===== src/rtl/wkd_pkg.sv =====
package wkd_pkg;
  localparam int unsigned OCTET_W = 8;
  typedef logic [OCTET_W-1:0] octet_t;
  localparam octet_t SYNC_OCTET = 8'hFF;
endpackage


===== src/rtl/wkd_sync_run.sv =====
module wkd_sync_run
  import wkd_pkg::*;
#(
  parameter int unsigned SYNC_LEN = 6
) (
  input  logic   clk,
  input  logic   rst_n,
  input  logic   clr,
  input  logic   take,
  input  octet_t dat,
  output logic   run_full
);
  localparam int unsigned RW = $clog2(SYNC_LEN + 1);
  localparam logic [RW-1:0] RUN_MAX = RW'(SYNC_LEN);

  logic [RW-1:0] run_q;
  logic [RW-1:0] run_b;
  logic [RW-1:0] run_d;
  logic          upd;

  assign run_b    = clr ? '0 : run_q;
  assign upd      = clr | take;
  // the run counted so far, before the current byte
  assign run_full = !clr && (run_q == RUN_MAX);

  always_comb begin
    run_d = run_b;
    if (take) begin
      if (dat == SYNC_OCTET) begin
        run_d = (run_b == RUN_MAX) ? run_b : run_b + 1'b1;
      end else begin
        run_d = '0;
      end
    end
  end

  always_ff @(posedge clk or negedge rst_n) begin
    if (!rst_n) begin
      run_q <= '0;
    end else if (upd) begin
      run_q <= run_d;
    end
  end

  AST_RUN_CAPPED: assert property (@(posedge clk) disable iff (!rst_n)
    run_q <= RUN_MAX);

  AST_NON_SYNC_RESETS: assert property (@(posedge clk) disable iff (!rst_n)
    take && (dat != SYNC_OCTET) |=> (run_q == '0));

endmodule


===== src/rtl/wkd_addr_seq.sv =====
module wkd_addr_seq
  import wkd_pkg::*;
#(
  parameter int unsigned ADDR_OCTETS = 6,
  parameter int unsigned REPEATS     = 8
) (
  input  logic                         clk,
  input  logic                         rst_n,
  input  logic                         clr,
  input  logic                         take,
  input  octet_t                       dat,
  input  logic [ADDR_OCTETS*OCTET_W-1:0] station_addr,
  input  logic                         sync_ready,
  output logic                         done
);
  localparam int unsigned OW  = $clog2(ADDR_OCTETS);
  localparam int unsigned RPW = $clog2(REPEATS);
  localparam logic [OW-1:0]  LAST_OCT = OW'(ADDR_OCTETS - 1);
  localparam logic [RPW-1:0] LAST_REP = RPW'(REPEATS - 1);

  octet_t addr_oct [ADDR_OCTETS];

  genvar g;
  generate
    for (g = 0; g < ADDR_OCTETS; g++) begin : g_oct
      assign addr_oct[g] = station_addr[(ADDR_OCTETS-g)*OCTET_W-1 -: OCTET_W];
    end
  endgenerate

  logic           act_q, act_b, act_d;
  logic [OW-1:0]  oct_q, oct_b, oct_d;
  logic [RPW-1:0] rep_q, rep_b, rep_d;
  logic           cont, start, at_last, upd;

  assign act_b   = clr ? 1'b0 : act_q;
  assign oct_b   = clr ? '0 : oct_q;
  assign rep_b   = clr ? '0 : rep_q;
  assign cont    = act_b && (dat == addr_oct[oct_b]);
  assign start   = sync_ready && (dat == addr_oct[0]);
  assign at_last = (oct_b == LAST_OCT) && (rep_b == LAST_REP);
  assign upd     = clr | take;

  always_comb begin
    act_d = act_b;
    oct_d = oct_b;
    rep_d = rep_b;
    done  = 1'b0;
    if (take) begin
      if (cont) begin
        if (at_last) begin
          act_d = 1'b0;
          oct_d = '0;
          rep_d = '0;
          done  = 1'b1;
        end else if (oct_b == LAST_OCT) begin
          oct_d = '0;
          rep_d = rep_b + 1'b1;
        end else begin
          oct_d = oct_b + 1'b1;
        end
      end else if (start) begin
        act_d = 1'b1;
        oct_d = OW'(1);
        rep_d = '0;
      end else begin
        act_d = 1'b0;
        oct_d = '0;
        rep_d = '0;
      end
    end
  end

  always_ff @(posedge clk or negedge rst_n) begin
    if (!rst_n) begin
      act_q <= 1'b0;
      oct_q <= '0;
      rep_q <= '0;
    end else if (upd) begin
      act_q <= act_d;
      oct_q <= oct_d;
      rep_q <= rep_d;
    end
  end

  AST_OCT_IN_RANGE: assert property (@(posedge clk) disable iff (!rst_n)
    {1'b0, oct_q} < (OW+1)'(ADDR_OCTETS));

  AST_ENTRY_NEEDS_SYNC: assert property (@(posedge clk) disable iff (!rst_n)
    $rose(act_q) |-> $past(sync_ready && take));

  AST_IDLE_POSITION_ZERO: assert property (@(posedge clk) disable iff (!rst_n)
    !act_q |-> (oct_q == '0) && (rep_q == '0));

endmodule


===== src/rtl/wkd_frame_gate.sv =====
module wkd_frame_gate (
  input  logic clk,
  input  logic rst_n,
  input  logic clr,
  input  logic done,
  input  logic eof,
  input  logic wake_en,
  input  logic da_pass,
  input  logic len_ok,
  input  logic crc_ok,
  output logic hit_q,
  output logic wake_pulse
);
  logic hit_now;
  logic hit_upd;
  logic pulse_d;

  assign hit_now = (clr ? 1'b0 : hit_q) | done;
  assign hit_upd = clr | done;
  assign pulse_d = eof && hit_now && wake_en && da_pass && len_ok && crc_ok;

  always_ff @(posedge clk or negedge rst_n) begin
    if (!rst_n) begin
      hit_q <= 1'b0;
    end else if (hit_upd) begin
      hit_q <= hit_now;
    end
  end

  always_ff @(posedge clk or negedge rst_n) begin
    if (!rst_n) begin
      wake_pulse <= 1'b0;
    end else begin
      wake_pulse <= pulse_d;
    end
  end

  AST_PULSE_SINGLE: assert property (@(posedge clk) disable iff (!rst_n)
    wake_pulse |=> !wake_pulse);

  AST_SOF_DROPS_HIT: assert property (@(posedge clk) disable iff (!rst_n)
    clr && !done |=> !hit_q);

endmodule


===== src/rtl/wkup_detector.sv =====
module wkup_detector
  import wkd_pkg::*;
#(
  parameter int unsigned SYNC_LEN    = 6,
  parameter int unsigned ADDR_OCTETS = 6,
  parameter int unsigned REPEATS     = 8
) (
  input  logic                           clk,
  input  logic                           rst_n,
  input  logic                           rx_sof,
  input  logic                           rx_vld,
  input  logic [OCTET_W-1:0]             rx_byte,
  input  logic                           rx_eof,
  input  logic [ADDR_OCTETS*OCTET_W-1:0] station_addr,
  input  logic                           wake_en,
  input  logic                           da_pass,
  input  logic                           len_ok,
  input  logic                           crc_ok,
  output logic                           wake_pulse
);
  logic rst_m_q;
  logic rst_s_n;
  logic sync_ready;
  logic seq_done;
  logic hit_q;

  always_ff @(posedge clk or negedge rst_n) begin
    if (!rst_n) begin
      rst_m_q <= 1'b0;
      rst_s_n <= 1'b0;
    end else begin
      rst_m_q <= 1'b1;
      rst_s_n <= rst_m_q;
    end
  end

  wkd_sync_run #(.SYNC_LEN(SYNC_LEN)) run_i (
    .clk      (clk),
    .rst_n    (rst_s_n),
    .clr      (rx_sof),
    .take     (rx_vld),
    .dat      (rx_byte),
    .run_full (sync_ready)
  );

  wkd_addr_seq #(.ADDR_OCTETS(ADDR_OCTETS), .REPEATS(REPEATS)) seq_i (
    .clk          (clk),
    .rst_n        (rst_s_n),
    .clr          (rx_sof),
    .take         (rx_vld),
    .dat          (rx_byte),
    .station_addr (station_addr),
    .sync_ready   (sync_ready),
    .done         (seq_done)
  );

  wkd_frame_gate gate_i (
    .clk        (clk),
    .rst_n      (rst_s_n),
    .clr        (rx_sof),
    .done       (seq_done),
    .eof        (rx_eof),
    .wake_en    (wake_en),
    .da_pass    (da_pass),
    .len_ok     (len_ok),
    .crc_ok     (crc_ok),
    .hit_q      (hit_q),
    .wake_pulse (wake_pulse)
  );

  AST_PULSE_FOLLOWS_EOF: assert property (@(posedge clk) disable iff (!rst_s_n)
    wake_pulse |-> $past(rx_eof && wake_en));

  AST_PULSE_NEEDS_MATCH: assert property (@(posedge clk) disable iff (!rst_s_n)
    wake_pulse |-> $past(seq_done || (hit_q && !rx_sof)));

  AST_PULSE_QUALIFIED: assert property (@(posedge clk) disable iff (!rst_s_n)
    wake_pulse |-> $past(da_pass && len_ok && crc_ok));

endmodule


===== config.mk =====
export PLATFORM = sky130hd
export DESIGN_NAME = wkup_detector
export DESIGN_NICKNAME = d
export VERILOG_FILES = /design/src/rtl/wkd_pkg.sv /design/src/rtl/wkd_sync_run.sv /design/src/rtl/wkd_addr_seq.sv /design/src/rtl/wkd_frame_gate.sv /design/src/rtl/wkup_detector.sv
export SDC_FILE = /design/constraint.sdc
export NUM_CORES = 1
export LEC_CHECK = 0
export BUFFER_PORTS_ARGS = -buffer_cell sky130_fd_sc_hd__buf_2
export CAP_MARGIN = 10
export CELL_PAD_IN_SITES_DETAIL_PLACEMENT = 0
export CELL_PAD_IN_SITES_GLOBAL_PLACEMENT = 1
export CORE_ASPECT_RATIO = 0.75
export CORE_MARGIN = 5
export CORE_UTILIZATION = 38
export DETAILED_ROUTE_END_ITERATION = 6
export PLACE_DENSITY_LB_ADDON = 0.1
export SETUP_SLACK_MARGIN = 0.02
export SLEW_MARGIN = 40
export SYNTH_ARGS = -nofsm -noshare
export SYNTH_HDL_FRONTEND = slang
export SYNTH_HIERARCHICAL = 1
export SYNTH_SLANG_ARGS = --single-unit

===== constraint.sdc =====
create_clock -name clk -period 0.8 [get_ports clk]
set_clock_uncertainty 0.05 [all_clocks]
set_input_delay 0.12 -clock clk [delete_from_list [all_inputs] [get_ports clk]]
set_output_delay 0.12 -clock clk [all_outputs]
set_load 0.01 [all_outputs]

==> impl_metrics.tcl, run 1 <==
set metrics [dict create \
    run_status "finished, violations left" \
    failed_checks "setup timing" \
    cts_inserted_buffers 3 \
    netlist-cell-type-count 59 \
    clk-insertion-delay-late_ns 0.25 \
    drt-wirelength-per-cell_um 15.0 \
    route.antenna.remaining_nets 0 \
    cts_sinks 14 \
    first_pass_iters 4 \
    tritoncts_clock_tree "done" \
    synthArstFlopShare_pct 100 \
    cp-start-kind "register" \
    global_route.overflow_total 0 \
    synth-seq-area-share_pct 21.4 \
    final.setup.worst_slack_ns -1.64 \
    rr_worst_depth 10 \
    post_route_cells_drive_above_1_share_pct 56.1 \
    arrival_ns 2.55 \
    fin_setup_tns_ns -15.26 \
    post_layout_instance_area_um2 2800 \
    detailedPlacementHpwl_mm 4.50 \
    number_of_antenna_violations_at_the_first_check_in_global_routing 0 \
    critical_path.reg2reg.endpoint "seq_i/rep_q[0]$_DFFE_PN0P_" \
    reg2reg_from "seq_i/oct_q[0]$_DFFE_PN0P_" \
    clock_buffer_depth 2 \
    report.final.slew_viol_count 0 \
    power.ir.vdd_worst_mv 0.658 \
    pin_count 66 \
    wirelength_mm 5.70 \
    drt_iter0_drcs 143 \
    first_global_vias 2007 \
    fmax_ghz 0.410 \
    largest_fanout_of_any_net_on_the_critical_path 7 \
    synth.net_count 263 \
    synthTopCellsByArea "dfrtp_1 (21%), mux2i_1 (9.2%), xnor2_1 (3.8%)" \
    layout.nets 395 \
    floorplan.die.height_um 66.8 \
    area_growth_pct 71.6 \
    die_area_um2 5730 \
    postPlaceCellArea_um2 2430 \
    warning_count_from_the_yosys_run 6 \
    grtUsageTotal_pct 20.6 \
    viasPerCell 5.24 \
    timing.setup.critical_path_class "reg -> reg" \
    synth_area_um2 1630 \
    ctsRootBufferMaster "clkbuf_8" \
    synth_commonest_cells "inv_1 (15), mux2i_1 (15), dfrtp_1 (14), nand2_1 (14), nor2_1 (11)" \
    period_utilization_post_route_pct 305 \
    ys_seq_elements 14 \
    ys.flop_type "dfrtp_1" \
    final_period_minus_worst_setup_slack_ns 2.44 \
    synth.largest_area_cell "dfrtp_1" \
    die_width_um 85.7 \
    clk_transition_reported_paths_ns 0.06 \
    synth-edff-count 0 \
    core_um2 4100 \
    r2r_setup_slack_ns -1.64 \
    diodes 0 \
    via_count 1995 \
    hold_path_class "in -> reg" \
    min-delay-start "crc_ok" \
    synth.avg_cell_area_um2 8.38 \
    worst_hold_path.endpoint "gate_i/wake_pulse$_DFF_PN0_" \
    worst-endpoint-required_ns 0.91 \
    maxCapViolations 0 \
    rsz0062_at_grt "yes" \
    filler_cell_count 351 \
    power_leakage_nw 1.29 \
    final_wtd_congestion 0.876 \
    grt_max_degree 13 \
    holdPathStages 2 \
    rows 20 \
    power_density_nw_per_um2 853 \
    initial_core_util_pct 39.8 \
    yosys.area.top_type_share_pct 21.4 \
    worstSetupEndpointType "register" \
    grt_first_pass_wirelength_mm 9.29 \
    clock_tree.htree_level_count 1 \
    route.detailed.drc 0 \
    timing.final.setup_violations 13 \
    port_buffers 65 \
    timing_hold_violations_final 0 \
    synth_cells 195 \
]
critical path, cell delays in order, from the launching register on:
cell,delay (ns)
dfrtp_2,0.47
buf_12,0.15
buf_16,0.13
mux2i_1,0.13
o21a_1,0.20
a211oi_2,0.23
nand4_1,0.17
nor4b_4,0.33
buf_4,0.20
a31oi_4,0.09
mux2i_1,0.19
sequential cells by signal (all words and copies together), names as in the netlist:
register / count
seq_i/oct_q: 3
rst_s_n: 1
gate_i/hit_q: 1
rst_m_q: 1
seq_i/act_q: 1
run_i/run_q: 3
seq_i/rep_q: 3
gate_i/wake_pulse: 1
placed cells by master, fill, tap and decap left out, drive strengths merged, types with 2 or more instances in the layout:
master,n
a211oi,8
a21oi,8
a31oi,7
and3,2
buf,135
clkbuf,4
dfrtp,14
ha,3
inv,15
mux2i,15
nand2,14
nand2b,5
nand3,5
nand4,5
nor2,11
nor2b,7
nor3,6
nor3b,4
nor4,4
o2111ai,2
o211ai,2
o21ai,7
o22a,3
o22ai,3
o2bb2ai,3
or2,2
or3,2
or3b,2
xnor2,7
xor2,4
metal layers:
layer / routed length [um] / track usage [%] / part of all wire [%] / up-vias
met5: 0 / 0 / 0 / -
met1: 2830 / 30.4 / 50 / 906
li1: - / - / - / 992
met3: 486 / 4.45 / 8.5 / 0
met4: 0 / 2.17 / 0 / 0
met2: 2390 / 31.5 / 42 / 97
logic make-up (layout without fill, tap and decap cells):
kind of cell | after synthesis | after routing | synth area share (%)
mux | 17 | 17 | 11.7
xor+xnor | 11 | 11 | 5.90
compound gates | 51 | 51 | 23.0
fa+ha+maj | 3 | 3 | 2.30
other cells | 1 | 1 | 0.229
buf+inv | 24 | 155 | 7.89
flops | 14 | 14 | 21.4
simple gates | 74 | 74 | 27.6
per-stage QoR:
| step | hold slack, ns | utilization [%] | total power [mW] | instances | setup slack, ns |
|---|---|---|---|---|---|
| after floorplan | -0.226 | - | 1.13 | 195 | -1.49 |
| after global placement | -0.145 | 59.2 | 1.55 | 366 | -1.68 |
| after detailed placement | -0.141 | 59.2 | 1.56 | 366 | -1.78 |
| after CTS | 0.0616 | 66.2 | 2.38 | 378 | -1.61 |
| after global routing | 0.0682 | 68.3 | 2.52 | 381 | -1.75 |
| final | 0.0632 | 68.3 | 2.39 | 381 | -1.64 |
worst max-delay path by stage:
stage / cells past startpoint / slack [ns] / endpoint / from
after floorplan: 10 / -1.49 / gate_i/wake_pulse$_DFF_PN0_ / seq_i/oct_q[0]$_DFFE_PN0P_
after global placement: 10 / -1.68 / gate_i/hit_q$_DFFE_PN0P_ / seq_i/oct_q[0]$_DFFE_PN0P_
after detailed placement: 10 / -1.78 / gate_i/wake_pulse$_DFF_PN0_ / seq_i/oct_q[0]$_DFFE_PN0P_
after CTS: 10 / -1.61 / seq_i/rep_q[0]$_DFFE_PN0P_ / seq_i/oct_q[0]$_DFFE_PN0P_
after global routing: 10 / -1.75 / gate_i/wake_pulse$_DFF_PN0_ / seq_i/oct_q[0]$_DFFE_PN0P_
final: 10 / -1.64 / seq_i/rep_q[0]$_DFFE_PN0P_ / seq_i/oct_q[0]$_DFFE_PN0P_
layout make-up:
cell class / count / area [um^2] / share of cell area [%]
Clock buffer: 4 / 55.1 / 1.96
Multi-Input combinational cell: 157 / 1310 / 46.9
Tap cell: 55 / 68.8 / 2.45
Sequential cell: 14 / 352 / 12.5
Inverter: 15 / 56.3 / 2.01
Timing Repair Buffer: 136 / 958 / 34.2
power by group:
part           switching, mW  internal (mW)  total (mW)
registers             0.0112          0.720       0.732
logic                  0.427          0.535       0.963
clock network          0.262          0.436       0.699
total                  0.701           1.69        2.39
timing repair:
item / in CTS / in global routing
pin swaps: 17 / 6
cloned: 1 / 0
resized for setup: 35 / 17
setup buffers: 7 / 6
hold endpoints to repair: 2 / 0
endpoints found under the setup margin: 13 / 13
hold buffers: 1 / 0
Power figures use the tool's default switching activity.
==> run 2, diff against run 1 <==
--- a/config.mk
+++ b/config.mk
@@ -5,13 +5,14 @@
 export SDC_FILE = /design/constraint.sdc
 export NUM_CORES = 1
 export LEC_CHECK = 0
+export ABC_AREA = 1
 export BUFFER_PORTS_ARGS = -buffer_cell sky130_fd_sc_hd__buf_2
 export CAP_MARGIN = 10
 export CELL_PAD_IN_SITES_DETAIL_PLACEMENT = 0
 export CELL_PAD_IN_SITES_GLOBAL_PLACEMENT = 1
 export CORE_ASPECT_RATIO = 0.75
 export CORE_MARGIN = 5
-export CORE_UTILIZATION = 38
+export CORE_UTILIZATION = 34
 export DETAILED_ROUTE_END_ITERATION = 6
 export PLACE_DENSITY_LB_ADDON = 0.1
 export SETUP_SLACK_MARGIN = 0.02
@@ -20,3 +21,4 @@
 export SYNTH_HDL_FRONTEND = slang
 export SYNTH_HIERARCHICAL = 1
 export SYNTH_SLANG_ARGS = --single-unit
+export TNS_END_PERCENT = 10
==> run 2 against run 1 <==
Compared with the run above: worst hold slack improved by 0.055 ns; area after synthesis down 1.4%; highest routed layer is now met4; global-route usage down 3.5 points; cell count grew 14%; the flow still finishes with violations (setup timing); critical endpoint is now gate_i/wake_pulse$_DFF_PN0_; wire length is 12% lower; cell area fell by 11%; register-to-register slack improved by 0.48 ns.
==> impl_metrics.tcl, run 2 <==
set metrics [dict create \
    timing.critical_path.cells "nand2_4, inv_8, or2_0, nand3_1, nand2_1, nand2_1, nand2_1, nor2_1, nand2_1, nor2_4, nand3_4, nor2_4, a21oi_2, nor2_2" \
    timing.final.setup_violations 13 \
    clk_transition_reported_paths_ns 0.06 \
    ys_seq_elements 14 \
    warning_count_from_the_yosys_run 6 \
    power.ir.vdd_worst_mv 0.726 \
    critical-path-slowest-cell "dfrtp_2" \
    first_global_vias 1876 \
    rsz0062_at_grt "yes" \
    postPlaceCellArea_um2 2310 \
    power_density_nw_per_um2 851 \
    detailedPlacementHpwl_mm 4.25 \
    die_width_um 89.5 \
    post_route_cells_drive_above_1_share_pct 40.8 \
    layout_common_cells "nand2_1 (77), buf_2 (65), inv_1 (39)" \
    failed_checks "setup timing" \
    multiInputGateArea_um2 1150 \
    timing.setup.critical_path_class "reg -> reg" \
    final.setup.worst_slack_ns -1.16 \
    diodes 0 \
    drt_iter0_drcs 92 \
    timing_hold_violations_final 0 \
    fmax_ghz 0.511 \
    synth_cells 271 \
    clock_tree.htree_level_count 1 \
    report.final.slew_viol_count 0 \
    net-switching-power_mw 0.613 \
    rows 21 \
    worst-endpoint-required_ns 0.94 \
    via_count 1979 \
    clkPwrFrac_pct 32.6 \
    floorplan.die.height_um 69.6 \
    route.antenna.remaining_nets 0 \
    maxCapViolations 0 \
    run_status "finished, violations left" \
    final_period_minus_worst_setup_slack_ns 1.96 \
    synthArstFlopShare_pct 100 \
    cts_sinks 14 \
    synth_commonest_cells "nand2_1 (83), inv_1 (41), nand3_1 (38)" \
    seqCellArea_um2 352 \
    power_leakage_nw 1.42 \
    area_growth_pct 54.3 \
    path_common_cell "nand2_1" \
    drt-wirelength-per-cell_um 11.6 \
    sequentialPowerShare_pct 34.4 \
    detailedPlace.worstSlack_ns -1.17 \
    largest_fanout_of_any_net_on_the_critical_path 6 \
    layout.nets 446 \
    wirelength_mm 5.05 \
    critical_path.max_stage_delay_ns 0.44 \
    synth-edff-count 0 \
    synth-seq-area-share_pct 21.7 \
    mostFrequentLayoutCell "nand2_1" \
    synth.avg_cell_area_um2 5.95 \
    synth.largest_area_cell "dfrtp_1" \
    synth.net_count 339 \
    power.share.switching_pct 29.0 \
    period_utilization_post_route_pct 245 \
    cpLargestDelayFamily "simple AND/OR/NAND/NOR gates" \
    number_of_antenna_violations_at_the_first_check_in_global_routing 0 \
    synthTopCellsByArea "dfrtp_1 (22%), nand2_1 (19%), nand3_1 (12%)" \
    synth_area_um2 1610 \
    core_um2 4520 \
    hold_path_class "reg -> async" \
    pwr-share-comb_pct 33.0 \
    grt_max_degree 13 \
    route.detailed.drc 0 \
    clk-insertion-delay-late_ns 0.25 \
    cp.buffers_inverters 1 \
    final_wtd_congestion 0.830 \
    first_pass_iters 4 \
    ys.flop_type "dfrtp_1" \
    grtUsageTotal_pct 17.1 \
    port_buffers 65 \
    die_area_um2 6230 \
    global_route.overflow_total 0 \
    ctsRootBufferMaster "clkbuf_8" \
    cts_inserted_buffers 3 \
    post_layout_instance_area_um2 2490 \
    filler_cell_count 467 \
    arrival_ns 2.09 \
    tritoncts_clock_tree "done" \
    viasPerCell 4.56 \
    clock_buffer_depth 2 \
    worstSetupEndpointType "register" \
    grt_first_pass_wirelength_mm 8.58 \
    largest_registers "run_i/run_q x3, seq_i/oct_q x3, seq_i/rep_q x3" \
    initial_core_util_pct 35.7 \
    yosysMostFrequentCell "nand2_1" \
    pin_count 66 \
    netlist-cell-type-count 34 \
    yosys.area.top_type_share_pct 21.7 \
    r2r_setup_slack_ns -1.16 \
    internal_power_mw 1.50 \
    cp-start-kind "register" \
]
[run 2: per-layer routing]
layer	vias to the layer above	global-route usage [%]	share of wire [%]
li1	1064	-	-
met5	-	0	0
met4	0	4.63	1.6
met3	8	3.44	8.7
met1	843	26.1	48
met2	64	24.0	42
[run 2: final timing paths]
| path | cells past startpoint | endpoint | start |
|---|---|---|---|
| hold reg to reg | 1 | gate_i/hit_q$_DFFE_PN0P_ | rst_s_n$_DFF_PN0_ |
| min in group clk | 5 | gate_i/wake_pulse$_DFF_PN0_ | rx_eof |
| setup / recovery | 14 | gate_i/wake_pulse$_DFF_PN0_ | seq_i/oct_q[0]$_DFFE_PN0P_ |
| setup reg to reg | 14 | gate_i/wake_pulse$_DFF_PN0_ | seq_i/oct_q[0]$_DFFE_PN0P_ |
| max in group asynchronous | 1 | seq_i/oct_q[0]$_DFFE_PN0P_ | rst_s_n$_DFF_PN0_ |
| hold / removal | 1 | gate_i/hit_q$_DFFE_PN0P_ | rst_s_n$_DFF_PN0_ |
[run 2: cells by family (layout without fill, tap and decap cells)]
| logic type | count (synthesis) | in the layout | synth area share, % |
|---|---|---|---|
| adder cells (fa/ha/maj) | 3 | 3 | 2.33 |
| other | 1 | 1 | 0.233 |
| AND/OR/NAND/NOR | 168 | 169 | 47.7 |
| XOR/XNOR | 9 | 9 | 4.89 |
| AO/OA/AOI/OAI | 25 | 25 | 9.55 |
| flip-flops | 14 | 14 | 21.7 |
| buffers and inverters | 51 | 156 | 13.5 |
[run 2: power groups by stage]
stage | Sequential [mW] | Combinational [mW] | Clock (mW)
after floorplan | 0.747 | 0.315 | 0
after global placement | 0.738 | 0.675 | 0
after detailed placement | 0.738 | 0.674 | 0
after CTS | 0.726 | 0.682 | 0.714
after global routing | 0.729 | 0.793 | 0.755
final | 0.728 | 0.699 | 0.690
[run 2: stage by stage]
| step | util (%) | hold slack, ns | total power, mW | instances | TNS, ns |
|---|---|---|---|---|---|
| after detailed placement | 51.0 | -0.139 | 1.41 | 427 | -10.91 |
| after global routing | 55.0 | 0.143 | 2.28 | 434 | -12.77 |
| after floorplan | - | -0.226 | 1.06 | 271 | -7.98 |
| after global placement | 51.0 | -0.145 | 1.41 | 427 | -10.85 |
| after CTS | 52.7 | 0.129 | 2.12 | 432 | -10.53 |
| final | 55.0 | 0.118 | 2.12 | 434 | -10.89 |
[run 2: timing repair]
action / in CTS / in global routing
setup endpoints to repair: 13 / 13
pin swaps: 6 / 10
hold buffers: 1 / 0
gates resized for setup: 5 / 24
endpoints found under the hold margin: 2 / 0
gates cloned: 0 / 1
buffers inserted: 0 / 1
[run 2: final cells by class]
type                    instances  share of cell area, %
well taps                      57                   2.87
flip-flops and latches         14                   14.1
inverters                      44                   6.94
repair buffers                108                   27.8
clock buffers                   4                   2.21
multi-input cells             207                   46.1
[run 2: worst reg2reg max path: stages, from the launching register on]
cell and delay [ns]:
dfrtp_2 0.44, nand2_4 0.16, inv_8 0.05, or2_0 0.20, nand3_1 0.12, nand2_1 0.07
nand2_1 0.06, nand2_1 0.04, nor2_1 0.09, nand2_1 0.09, nor2_4 0.17, nand3_4 0.13
nor2_4 0.10, a21oi_2 0.05, nor2_2 0.09
==> run 3, diff against run 2 <==
--- a/config.mk
+++ b/config.mk
@@ -12,13 +12,12 @@
 export CELL_PAD_IN_SITES_GLOBAL_PLACEMENT = 1
 export CORE_ASPECT_RATIO = 0.75
 export CORE_MARGIN = 5
-export CORE_UTILIZATION = 34
+export CORE_UTILIZATION = 36
 export DETAILED_ROUTE_END_ITERATION = 6
 export PLACE_DENSITY_LB_ADDON = 0.1
 export SETUP_SLACK_MARGIN = 0.02
 export SLEW_MARGIN = 40
 export SYNTH_ARGS = -nofsm -noshare
 export SYNTH_HDL_FRONTEND = slang
-export SYNTH_HIERARCHICAL = 1
 export SYNTH_SLANG_ARGS = --single-unit
 export TNS_END_PERCENT = 10
==> run 3 against run 2 <==
Compared with the run above: critical path type unchanged; worst hold slack lost 0.047 ns; largest cell class unchanged; register-to-register slack lost 0.07 ns; wire length grew 20%; synthesized cell count grew 9.6%; highest routed layer unchanged; the run still ends with setup timing left.
==> impl_metrics.tcl, run 3 <==
set metrics [dict create \
    synth-seq-area-share_pct 19.1 \
    synth.largest_area_cell "dfrtp_1" \
    route.antenna.remaining_nets 0 \
    timing.setup.critical_path_class "reg -> reg" \
    timing_hold_violations_final 0 \
    synth-edff-count 0 \
    fin_setup_tns_ns -11.83 \
    ctsRootBufferMaster "clkbuf_8" \
    core_um2 4930 \
    final_period_minus_worst_setup_slack_ns 2.03 \
    detailedPlace.worstSlack_ns -1.25 \
    post_route_cells_drive_above_1_share_pct 41.5 \
    synth.net_count 366 \
    first_pass_iters 4 \
    clock_tree.htree_level_count 1 \
    port_buffers 65 \
    largest_fanout_of_any_net_on_the_critical_path 15 \
    synthArstFlopShare_pct 100 \
    yosys.area.top_type_share_pct 19.1 \
    mostFrequentLayoutCell "nand2_1" \
    ys.flop_type "dfrtp_1" \
    drt_iter0_drcs 123 \
    diodes 0 \
    largest_registers "run_i.run_q x3, seq_i.oct_q x3, seq_i.rep_q x3" \
    worst-endpoint-required_ns 0.93 \
    rows 22 \
    detailedPlacementHpwl_mm 4.93 \
    floorplan.die.height_um 71.9 \
    initial_core_util_pct 37.3 \
    final.setup.worst_slack_ns -1.23 \
    reg2reg_from "seq_i.oct_q[0]$_DFFE_PN0P_" \
    die_width_um 92.5 \
    final_wtd_congestion 0.884 \
    holdPathStages 3 \
    grtUsageTotal_pct 18.5 \
    layout_common_cells "nand2_1 (87), buf_2 (65), buf_4 (46)" \
    viasPerCell 4.81 \
    fmax_ghz 0.492 \
    grt_first_pass_wirelength_mm 9.78 \
    post-place-cells 458 \
    timing.hold.ws_ns 0.0707 \
    critical_path.reg2reg.endpoint "gate_i.wake_pulse$_DFF_PN0_" \
    die_area_um2 6650 \
    rsz0062_at_grt "yes" \
    rr_worst_depth 9 \
    route.detailed.drc 0 \
    cts_inserted_buffers 3 \
    failed_checks "setup timing" \
    arrival_ns 2.16 \
    pin_count 66 \
    global_route.overflow_total 0 \
    synth.avg_cell_area_um2 6.19 \
    clk-insertion-delay-late_ns 0.24 \
    synthTopCellsByArea "dfrtp_1 (19%), nand2_1 (19%), nand3_1 (14%)" \
    report.final.slew_viol_count 0 \
    seqCellArea_um2 352 \
    synth_area_um2 1840 \
    timing.final.setup_violations 13 \
    worstSetupEndpointType "register" \
    power.ir.vdd_worst_mv 0.604 \
    ys_seq_elements 14 \
    r2r_setup_slack_ns -1.23 \
    grt_max_degree 30 \
    finalNonFillerCells 465 \
    cp-endpoint "gate_i.wake_pulse$_DFF_PN0_" \
    power_leakage_nw 1.46 \
    netlist-cell-type-count 33 \
    yosysMostFrequentCell "nand2_1" \
    number_of_antenna_violations_at_the_first_check_in_global_routing 0 \
    cp-start-kind "register" \
    period_utilization_post_route_pct 254 \
    drt-wirelength-per-cell_um 13.1 \
    filler_cell_count 521 \
    timing.critical_path.from "seq_i.oct_q[0]$_DFFE_PN0P_" \
    layout.nets 476 \
    maxCapViolations 0 \
    multiInputGateArea_um2 1380 \
    clock_buffer_depth 2 \
    wirelength_mm 6.08 \
    via_count 2235 \
    clk_transition_reported_paths_ns 0.06 \
    first_global_vias 2048 \
    tritoncts_clock_tree "done" \
    run_status "finished, violations left" \
    cts_sinks 14 \
    synth_commonest_cells "nand2_1 (91), nand3_1 (50), inv_1 (33)" \
    warning_count_from_the_yosys_run 0 \
    hold_path_class "in -> reg" \
    synth_cells 297 \
    power_density_nw_per_um2 743 \
    area_growth_pct 46.9 \
]
-- run 3: cell count changes after synthesis, sizes merged, moves of 3 or more --
| cell | before | now |
|---|---|---|
| nand3 | 39 | 59 |
| nand2 | 86 | 99 |
| nor2 | 27 | 18 |
| inv | 44 | 36 |
| a21oi | 8 | 2 |
| nand4 | 1 | 5 |
| xor2 | 6 | 2 |
| nand3b | 3 | 6 |
| o211ai | 3 | 6 |
-- run 3: where the power goes --
group          switching, mW  internal, mW  total (mW)
registers            0.00231         0.718       0.720
logic                  0.371         0.341       0.711
clock network          0.242         0.333       0.575
total                  0.615          1.39        2.01
-- run 3: worst max-delay path: stages, from the launching register on --
cell      delay, ns
dfrtp_2        0.50
nand2_8        0.17
inv_4          0.08
o211ai_1       0.27
nand2_1        0.11
nand2_1        0.08
nand2_2        0.07
nor3_4         0.32
nand3_2        0.16
a21oi_2        0.13
-- run 3: layout make-up --
type	count	share of cell area [%]
Multi-Input combinational cell	237	51.0
Timing Repair Buffer	115	26.6
Sequential cell	14	13.0
Inverter	36	5.10
Tap cell	60	2.78
Clock buffer	3	1.53
-- run 3: per-layer routing --
metal	GRT usage, %	routed length [um]	share of wire (%)	vias to the layer above
met2	27.1	2560	42	51
met4	2.97	72	1.2	0
li1	-	-	-	1178
met3	3.15	390	6.4	7
met5	0	0	0	-
met1	28.4	3060	50	999
-- run 3: cell families after synthesis --
family,synth area share (%)
AND/OR/NAND/NOR,55.6
buffers and inverters,12.5
AO/OA/AOI/OAI,6.53
flip-flops,19.1
XOR/XNOR,3.34
adder cells (fa/ha/maj),2.72
other,0.204
-- run 3: repair_timing --
action | CTS | global route
gates cloned | 0 | 1
endpoints found under the setup margin | 13 | 13
buffers inserted | 1 | 1
hold buffers | 1 | 0
pin swaps | 8 | 9
endpoints found under the hold margin | 2 | 0
gates resized for setup | 15 | 15
-- run 3: worst min-delay path by stage --
stage | from | end | slack (ns)
after detailed placement | rst_n | rst_s_n$_DFF_PN0_ | -0.14
final | rx_eof | gate_i.wake_pulse$_DFF_PN0_ | 0.07
after CTS | rx_eof | gate_i.wake_pulse$_DFF_PN0_ | 0.05
after global placement | rst_n | rst_s_n$_DFF_PN0_ | -0.15
after floorplan | rst_n | rst_m_q$_DFF_PN0_ | -0.23
after global routing | rx_eof | gate_i.wake_pulse$_DFF_PN0_ | 0.07
-- run 3: per-stage QoR --
stage / power (mW) / cell area (um^2) / util [%]
after floorplan: 1.05 / 1840 / -
after global placement: 1.40 / 2500 / 50.7
after detailed placement: 1.40 / 2500 / 50.7
after CTS: 2.01 / 2620 / 53.1
after global routing: 2.15 / 2700 / 54.8
final: 2.01 / 2700 / 54.8
